==> config.mk <==
export PLATFORM = sky130hd
export DESIGN_NAME = gainsel_mux
export DESIGN_NICKNAME = d
export VERILOG_FILES = /design/src/rtl/gsm_pkg.sv /design/src/rtl/gsm_sat_detect.sv /design/src/rtl/gsm_sel_stage.sv /design/src/rtl/gsm_word_mux.sv /design/src/rtl/gainsel_mux.sv
export SDC_FILE = /design/constraint.sdc
export NUM_CORES = 1
export LEC_CHECK = 0
export CAP_MARGIN = 30
export CORE_MARGIN = 5
export CORE_UTILIZATION = 55
export CTS_BUF_LIST = sky130_fd_sc_hd__clkbuf_2
export CTS_CLUSTER_DIAMETER = 40
export DETAILED_ROUTE_END_ITERATION = 10
export DONT_BUFFER_PORTS = 1
export HOLD_SLACK_MARGIN = 0.08
export PLACE_DENSITY = 0.74
export SYNTH_ARGS = -nofsm -noshare
export SYNTH_HDL_FRONTEND = slang
export SYNTH_SLANG_ARGS = --single-unit
export TNS_END_PERCENT = 20
==> constraint.sdc <==
create_clock -name clk -period 3.65 [get_ports clk]
set_input_delay 0.9125 -clock clk [delete_from_list [all_inputs] [get_ports clk]]
set_output_delay 0.9125 -clock clk [all_outputs]
set_load 0.01 [all_outputs]
==> src/rtl/gsm_pkg.sv <==
// Package for the dual-gain selector.
// Holds the sample width and the record passed from the select stage
// to the serializer. Assumes every gain path uses the same code width.
package gsm_pkg;
    parameter int GSM_DW = 12;
    localparam logic [GSM_DW-1:0] GSM_FULL = {GSM_DW{1'b1}};

    // One selected sample: the word that always goes out and the extra word
    typedef struct packed {
        logic [GSM_DW-1:0] med;
        logic [GSM_DW-1:0] xtra;
        logic              lowsel;
    } gsm_pair_t;
endpackage

==> src/rtl/gsm_sat_detect.sv <==
// Saturation detector for the high-gain code.
// Flags a code as saturated when it is full scale, or when it is at or
// above SAT_LEVEL. If SAT_LEVEL is full scale, only the all-ones test is
// built. Purely combinational.
module gsm_sat_detect
    import gsm_pkg::*;
#(
    parameter int SAT_LEVEL = 4095
) (
    input  logic [GSM_DW-1:0] hi_code,
    output logic              is_sat
);
    localparam int FULL_INT = (1 << GSM_DW) - 1;
    localparam logic [GSM_DW-1:0] LEVEL = GSM_DW'(SAT_LEVEL);

    generate
        if (SAT_LEVEL >= FULL_INT) begin : g_full_only
            // Only full scale counts as saturated
            always_comb is_sat = &hi_code;
        end else begin : g_threshold
            // Full scale, or any code at or above the programmed level
            always_comb is_sat = (&hi_code) | (hi_code >= LEVEL);
        end
    endgenerate
endmodule

==> src/rtl/gsm_sel_stage.sv <==
// Capture and select stage.
// Registers the three gain codes on the sample strobe. One cycle later it
// registers the medium word, the extra word and the low-gain flag, and
// pulses pair_vld. Assumes the strobe is high for one cycle at a time.
module gsm_sel_stage
    import gsm_pkg::*;
#(
    parameter int SAT_LEVEL = 4095
) (
    input  logic              clk,
    input  logic              rst_n,
    input  logic              smp_vld,
    input  logic [GSM_DW-1:0] lo_smp,
    input  logic [GSM_DW-1:0] med_smp,
    input  logic [GSM_DW-1:0] hi_smp,
    output gsm_pair_t         pair,
    output logic              pair_vld
);
    logic [GSM_DW-1:0] lo_q, med_q, hi_q;
    logic              cap_vld;
    logic              hi_sat;

    gsm_sat_detect #(.SAT_LEVEL(SAT_LEVEL)) u_sat (
        .hi_code (hi_q),
        .is_sat  (hi_sat)
    );

    // Capture the three gain codes on the sample strobe
    always_ff @(posedge clk) begin
        if (!rst_n) begin
            lo_q    <= '0;
            med_q   <= '0;
            hi_q    <= '0;
            cap_vld <= 1'b0;
        end else begin
            cap_vld <= smp_vld;
            if (smp_vld) begin
                lo_q  <= lo_smp;
                med_q <= med_smp;
                hi_q  <= hi_smp;
            end
        end
    end

    // Choose the extra word for the captured sample
    always_ff @(posedge clk) begin
        if (!rst_n) begin
            pair     <= '0;
            pair_vld <= 1'b0;
        end else begin
            pair_vld <= cap_vld;
            if (cap_vld) begin
                pair.med    <= med_q;
                pair.xtra   <= hi_sat ? lo_q : hi_q;
                pair.lowsel <= hi_sat;
            end
        end
    end
endmodule

==> src/rtl/gsm_word_mux.sv <==
// Two-slot word serializer.
// On pair_vld it puts the medium word on the bus and raises the frame
// marker. In the next cycle it sends the extra word and updates the gain
// flag. When idle, the bus holds its last value. Assumes pair_vld never
// comes in two consecutive cycles.
module gsm_word_mux
    import gsm_pkg::*;
(
    input  logic              clk,
    input  logic              rst_n,
    input  gsm_pair_t         pair,
    input  logic              pair_vld,
    output logic [GSM_DW-1:0] word_out,
    output logic              frame_start,
    output logic              lowgain_flag
);
    logic [GSM_DW-1:0] xtra_hold;
    logic              lowsel_hold;
    logic              second_due;

    // Send the medium word first, then the held extra word
    always_ff @(posedge clk) begin
        if (!rst_n) begin
            word_out     <= '0;
            frame_start  <= 1'b0;
            lowgain_flag <= 1'b0;
            xtra_hold    <= '0;
            lowsel_hold  <= 1'b0;
            second_due   <= 1'b0;
        end else if (pair_vld) begin
            word_out    <= pair.med;
            frame_start <= 1'b1;
            xtra_hold   <= pair.xtra;
            lowsel_hold <= pair.lowsel;
            second_due  <= 1'b1;
        end else if (second_due) begin
            word_out     <= xtra_hold;
            lowgain_flag <= lowsel_hold;
            frame_start  <= 1'b0;
            second_due   <= 1'b0;
        end else begin
            frame_start <= 1'b0;
        end
    end
endmodule

==> src/rtl/gainsel_mux.sv <==
// Top level of the dual-gain selector.
// Takes three gain codes per sample strobe. For each sample it sends the
// medium word and one extra word (high gain, or low gain if the high gain
// is saturated) on one bus at twice the sample rate. The medium word leaves
// two cycles after capture. Assumes at least one idle cycle between strobes.
module gainsel_mux
    import gsm_pkg::*;
#(
    parameter int SAT_LEVEL = 4095
) (
    input  logic              clk,
    input  logic              rst_n,
    input  logic              smp_vld,
    input  logic [GSM_DW-1:0] lo_smp,
    input  logic [GSM_DW-1:0] med_smp,
    input  logic [GSM_DW-1:0] hi_smp,
    output logic [GSM_DW-1:0] word_out,
    output logic              frame_start,
    output logic              lowgain_flag
);
    gsm_pair_t pair;
    logic      pair_vld;

    gsm_sel_stage #(.SAT_LEVEL(SAT_LEVEL)) u_sel (
        .clk      (clk),
        .rst_n    (rst_n),
        .smp_vld  (smp_vld),
        .lo_smp   (lo_smp),
        .med_smp  (med_smp),
        .hi_smp   (hi_smp),
        .pair     (pair),
        .pair_vld (pair_vld)
    );

    gsm_word_mux u_mux (
        .clk          (clk),
        .rst_n        (rst_n),
        .pair         (pair),
        .pair_vld     (pair_vld),
        .word_out     (word_out),
        .frame_start  (frame_start),
        .lowgain_flag (lowgain_flag)
    );
endmodule

Yosys cells after proc, flatten, opt, wreduce, memory -nomap -nowiden
Index checks and enable logic that the tools add are counted.

word-level totals
  flip-flop bits (word level) = 90
  input bits = 39
  output and inout port bits = 14
  word-level logic and storage cells = 21

cells by class
  multiplexer cells = 4
  bitwise operators = 1
  reductions and logical operators = 3

operator list
  kind                count
  $mux W12            3
  $reduce_and A12 Y1  1
  $reduce_and A2 Y1   1
  $reduce_bool A2 Y1  1
  $mux W1             1
  $not A1 Y1          1

Longest topological paths before layout
Gate-level depths: netlist of the first run.

  word-level depth = 2
  gate-level depth with buffers = 5
  mapped depth without buffers = 3

Hierarchy
A second synthesis of the first run with hierarchy kept.

second synthesis, totals
  cell total of the unflattened synthesis = 320
  area, all modules = 3567.2 um2

modules (own cells, without submodules)
  module          instances  cells an instance  area each (um2)  sequential area each (um2)
  gsm_sel_stage   1          215                2454.9           1261.2
  gsm_word_mux    1          101                1083.5           540.5
  gsm_sat_detect  1          4                  28.8             0.0

Worst setup path after synthesis of the first run
No wires, ideal clock.

  path type = input -> register
  from = in smp_vld
  to = reg u_sel.hi_q[0]
  library setup time = 0.116 ns
  arrival time = 1.659 ns
  path slack = 1.875 ns
  stages = 4
  buffers on the path = 2
  cell sequence = buf_2 buf_2 mux2i_1 nor2b_1

RTL lines
  element               line                 source
  start, declared       gainsel_mux.sv:13    input logic smp_vld,
  end signal, assigned  gsm_sel_stage.sv:40  hi_q <= hi_smp;
  end, declared         gsm_sel_stage.sv:19  logic [GSM_DW-1:0] lo_q, med_q, hi_q;

Worst setup path after layout of the first run
  from = reg u_mux.frame_start
  to = out frame_start

RTL lines
  element                 line                source
  start, declared         gsm_word_mux.sv:14  output logic frame_start,
  start signal, assigned  gsm_word_mux.sv:25  frame_start <= 1'b0;
  start signal, assigned  gsm_word_mux.sv:32  frame_start <= 1'b1;
  start signal, assigned  gsm_word_mux.sv:39  frame_start <= 1'b0;
  end, declared           gainsel_mux.sv:18   output logic frame_start,

No word-level cell between the ends.

==> results of run 1 <==
## state kept, by name, summed over array words and instances (netlist names)
name                count
u_mux.frame_start       1
u_mux.lowgain_flag      1
u_mux.lowsel_hold       1
u_mux.word_out         12
u_mux.xtra_hold        12
u_sel.cap_vld           1
u_sel.hi_q             12
u_sel.lo_q             12
u_sel.med_q            12
u_sel.pair             25
u_sel.pair_vld          1
## routing by layer
layer  global-route usage  vias up  wire [um]
met4               0.0670        0         69
met1                0.213      959       3040
met2                0.229       41       2710
met3               0.0658        8        391
met5                    0        -          0
li1                     -     1100          -
## final timing paths
check / cells past startpoint / start / slack (ns) / end
max: 0 / u_mux.frame_start$_SDFF_PN0_ / 1.28 / frame_start
min: 2 / u_sel.lo_q[11]$_SDFFE_PN0P_ / 0.46 / u_sel.pair[12]$_SDFFE_PN0P_
max reg2reg: 3 / u_sel.cap_vld$_SDFF_PN0_ / 2.09 / u_sel.pair[0]$_SDFFE_PN0P_
min reg2reg: 2 / u_sel.lo_q[11]$_SDFFE_PN0P_ / 0.46 / u_sel.pair[12]$_SDFFE_PN0P_
## worst register-to-register path: stages (launching register included)
cell and delay [ns]:
dfxtp_1 0.63, inv_1 0.08, nor4_1 0.60, o21a_1 0.21
## metrics by stage
stage	utilization	setup slack (ns)
6_report	0.582	1.28
5_1_grt	0.582	1.19
4_1_cts	0.580	1.24
3_5_place_dp	0.561	1.72
3_3_place_gp	0.561	1.81
2_1_floorplan	-	1.88
## cells in the mapped netlist
cell type  number  area, um^2
buf_2           8        40.0
nand4_2         1        12.5
nor2b_1        63         394
and2b_2         1        8.76
clkbuf_1       12        45.0
o21ai_0        12        60.1
mux2i_1        74         741
nand4_4         1        21.3
nand4_1         1        6.26
o21a_1          1        7.51
nand2b_1        1        6.26
and2_2          1        7.51
dfxtp_1        90        1800
a32o_2          1        11.3
mux2_2          3        33.8
or4_1           9        67.6
a32o_1          8        80.1
nand2_1        15        56.3
nor4_1          1        6.26
a21oi_1         3        15.0
inv_1           4        15.0
and2_1         14        87.6
buf_6           1        11.3
buf_4           1        7.51
## power by group through the flow
stage / combinational (mW) / sequential [mW] / clock [mW]
2_1_floorplan: 0.0941 / 1.05 / 0
3_3_place_gp: 0.0715 / 1.07 / 0
3_5_place_dp: 0.0743 / 1.07 / 0
4_1_cts: 0.0745 / 1.05 / 0.539
5_1_grt: 0.0870 / 1.05 / 0.579
6_report: 0.0771 / 1.05 / 0.521
## area by class of cell
cell class / instances / share of cell area
clock buffers: 10 / 0.0136
flip-flops and latches: 90 / 0.490
inverters: 4 / 0.00408
multi-input cells: 210 / 0.441
clock inverters: 4 / 0.0187
well taps: 77 / 0.0262
repair buffers: 2 / 0.00612
## cell families (layout without fill, tap and decap cells)
family                 after synthesis  after routing  synth area share
AOI/OAI and AO/OA                   25             25            0.0491
and+or+nand+nor                    108            108             0.190
muxes                               77             77             0.219
DFF                                 90             90             0.508
buffers and inverters               26             20            0.0335
==> metrics.txt, run 1 <==
Max-cap violations 0; Final min period 2.37 ns; initial antenna violation count 0; largest net degree at the start of global routing 83; synth unique cells 24; count of state elements after synthesis 90; peak supply drop 0.257 mV; hold_buf cts 0; Total Wirelength 6.20 mm; Antenna Cells 0; Initial Util 0.561; Die Y 90.3 um; register area share after synthesis 0.508; Vias/cell 5.31; clk buf depth 2; DPL Wire Length 4.25 mm; fin crit share 0.649; Layout Cells excl Fill 397; Worst Path Max Fanout 14; share of layout cells above drive strength 1 0.0719; post-CTS setup buffer count 0; post_cts resized 0; Multi-input gate area 1620 um^2; clk_skew 0.0195 ns; area of the die 8150 um^2; number of DRC markers in iteration 0 80; Cell Pwr Density 447 nW/um^2; drt drc 0; remaining global-route overflow 0; CP Launch Type register; HP Class register to register; Post-Syn Area 3540 um^2; Sw Share 0.217; Final Hold Fails 0; die width 90.3 um; CP Capture Type output port; Detail Route Antenna Nets 0; CTS tree built; Fin Hold WS 0.463 ns; Comb pwr share 0.047; CP Class register to output port; endpoints failing setup 0; fill cell total of the finished layout 568; Sink Count 90; commonest non-fill, non-tap cell in the layout dfxtp_1; P&R area growth vs syn 3.78%; Placed Area 3540 um^2; outcome finished, final reports clean; synth warn 0; Clk pwr share 0.317; Net Sw Power 0.357 mW; CTS root buf clkbuf_2; vias in the first global route 2,183; Final GP Congestion 0.719; first-pass GRT wire length 10.6 mm; Via Count 2,108; Critical Path RT 2.74 ns; Avg Cell Area, Syn 10.9 um^2; cell row count 29; Leak 1.38 nW; worst skew pair latency 0.52 ns; DR pass1 iterations 4; storage element area 1800 um^2; most frequent cells in the layout dfxtp_1, mux2i_1, nor2b_1; Core Region 6310 um^2; Final Cell Area 3680 um^2; fmax 0.422 GHz; placed cell count 382; Seq pwr share 0.636; Tot GR Track Use 0.160; Layout Nets 356; CTS Buf Count 9; I/O pins 53; routed len/inst 15.6 um; Clock transition at path regs 0.21 ns; Cells after Synth 326; setup repair after global routing missed its margin false; Worst Path Arrival 1.46 ns; Slew Viols, Final 0; Setup TNS 0 ns; Internal 1.29 mW; # H-tree levels 3; Tot Pwr 1.65 mW; Slew HR 0.424; Slew @ Worst Pin 0.863 ns; syn nets 365; Port Buffers 0
(Power assumes the default switching activity.)
==> run 2, diff against run 1 <==
Settings changed: PLACE_DENSITY 0.74 to 0.77.
Clock period 3.65 ns to 1.9 ns, I/O delays scaled along.
==> metrics.txt, run 2 (synthesized netlist as in run 1, its figures left out) <==
Total Wirelength 7.05 mm (+14%); CP Class register to output port; Multi-input gate area 1620 um^2 (unchanged); remaining global-route overflow 0 (unchanged); fin crit share 0.947; share of layout cells above drive strength 1 0.0868 (+0.0150); outcome finished, final reports clean; Tot GR Track Use 0.170 (+0.00946); routed len/inst 16.2 um (+4.0%); hold_sp lo_smp[11]; Initial Util 0.561 (unchanged); area of the die 8150 um^2 (unchanged); CTS root buf clkbuf_2; Die Y 90.3 um (unchanged); setup repair after global routing missed its margin false; Layout Nets 391 (+9.8%); Final GP Congestion 0.784 (+9.1%); Slew Viols, Final 0 (unchanged); storage element area 1800 um^2 (about the same); die width 90.3 um (unchanged); Core Region 6310 um^2 (unchanged); Setup TNS 0 ns (unchanged); DPL Wire Length 4.53 mm (+6.6%); DR pass1 iterations 4 (unchanged); Via Count 2,348 (+11%); peak supply drop 0.529 mV (+110%); Worst Path Max Fanout 7 (-7); Worst Path Arrival 1.32 ns (-0.14 ns); Leak 1.55 nW (+12%); CTS tree built; Tot Pwr 3.42 mW (+110%); Critical Path RT 1.42 ns (-1.32 ns); number of flip-flops in the largest register 25 (unchanged); RR Startpoint u_sel.hi_q[3]$_SDFFE_PN0P_; hold path cells 2 (unchanged); initial antenna violation count 0 (unchanged); Final Hold Fails 0 (unchanged); CP Capture Type output port; Clock transition at path regs 0.23 ns (+0.02 ns); fmax 0.556 GHz; Layout Cells excl Fill 434 (+9.3%); clk_skew 0.0171 ns (-0.00248 ns); cell row count 29 (unchanged); Cell Pwr Density 843 nW/um^2 (+88%); placed cell count 388 (+1.6%); Top reg by flops u_sel.pair; worst skew pair latency 0.53 ns (about the same); Antenna Cells 0 (unchanged); hold path endpoint u_sel.lo_q[11]$_SDFFE_PN0P_; endpoints failing setup 0 (unchanged); drt drc 0 (unchanged); FF-to-FF path depth 3 (unchanged); number of DRC markers in iteration 0 122 (+53%); commonest non-fill, non-tap cell in the layout dfxtp_1; # H-tree levels 3 (unchanged); Detail Route Antenna Nets 0 (unchanged); Sink Count 90 (unchanged); CP Launch Type register; setup ws final 0.100 ns (-1.18 ns); Max-cap violations 0 (unchanged); clk buf depth 2 (unchanged); Final min period 1.80 ns; I/O pins 53 (unchanged); Slew HR 0.703 (+0.279); largest net degree at the start of global routing 81 (-2.4%); first-pass GRT wire length 11.2 mm (+5.5%); Slew @ Worst Pin 0.444 ns (-0.419 ns); Setup WS pre-CTS 0.408 ns (-1.31 ns); reg-to-reg slack, setup 0.35 ns (-1.74 ns); fill cell total of the finished layout 544 (-4.2%); P&R area growth vs syn 14.6%; post-CTS setup buffer count 0 (unchanged); Port Buffers 0 (unchanged); Vias/cell 5.41 (+1.9%); HP Class primary input to register; vias in the first global route 2,291 (+4.9%); end of the worst register-to-register path u_sel.pair[7]$_SDFFE_PN0P_; CTS Buf Count 9 (unchanged); most frequent cells in the layout dfxtp_1, mux2i_1, nor2b_1
run 2: cell type report:
class                      count  area share
sequential                    90       0.444
multi-input combinational    210       0.400
timing repair buffer          37      0.0912
clock inverter                 7      0.0265
tap                           77      0.0237
clock buffer                   9      0.0111
inverter                       4     0.00370
run 2: critical path, cell delays in order (launching register included):
cell and delay, ns:
dfxtp_2 0.45, buf_4 0.20, buf_4 0.14
run 2: routing by layer:
layer | vias up | track usage | wire (um)
met1 | 1119 | 0.210 | 3090
met5 | - | 0 | 0
met2 | 47 | 0.270 | 3420
met3 | 10 | 0.0600 | 433
met4 | 0 | 0.0670 | 105
li1 | 1172 | - | -
run 2: what timing repair did:
item / CTS / global route
hold endpoints to repair: 80 / 11
resized for setup: 1 / 0
hold buffers: 19 / 11
endpoints found under the setup margin: 1 / 0
run 2: worst max-delay path by stage:
stage                                 start                     endpoint  slack (ns)  cells past startpoint
6_report       u_mux.frame_start$_SDFF_PN0_                  frame_start        0.10                      2
3_5_place_dp     u_sel.hi_q[6]$_SDFFE_PN0P_  u_sel.pair[11]$_SDFFE_PN0P_        0.41                      3
4_1_cts        u_mux.frame_start$_SDFF_PN0_                  frame_start        0.08                      2
2_1_floorplan   u_sel.hi_q[10]$_SDFFE_PN0P_  u_sel.pair[11]$_SDFFE_PN0P_        0.51                      3
3_3_place_gp     u_sel.hi_q[2]$_SDFFE_PN0P_   u_sel.pair[1]$_SDFFE_PN0P_        0.46                      3
5_1_grt        u_mux.frame_start$_SDFF_PN0_                  frame_start        0.01                      2
run 2: power breakdown:
group          internal (mW)  switching [mW]
combinational          0.147          0.0918
sequential              1.96          0.0482
clock                  0.554           0.625
run 2: stage by stage:
step / util / area (um^2) / hold WS (ns)
floorplan: - / 3540 / 0.421
global placement: 0.568 / 3590 / 0.433
detailed placement: 0.568 / 3590 / 0.441
CTS: 0.626 / 3950 / 0.0816
global route: 0.643 / 4060 / 0.0774
finish: 0.643 / 4060 / 0.106
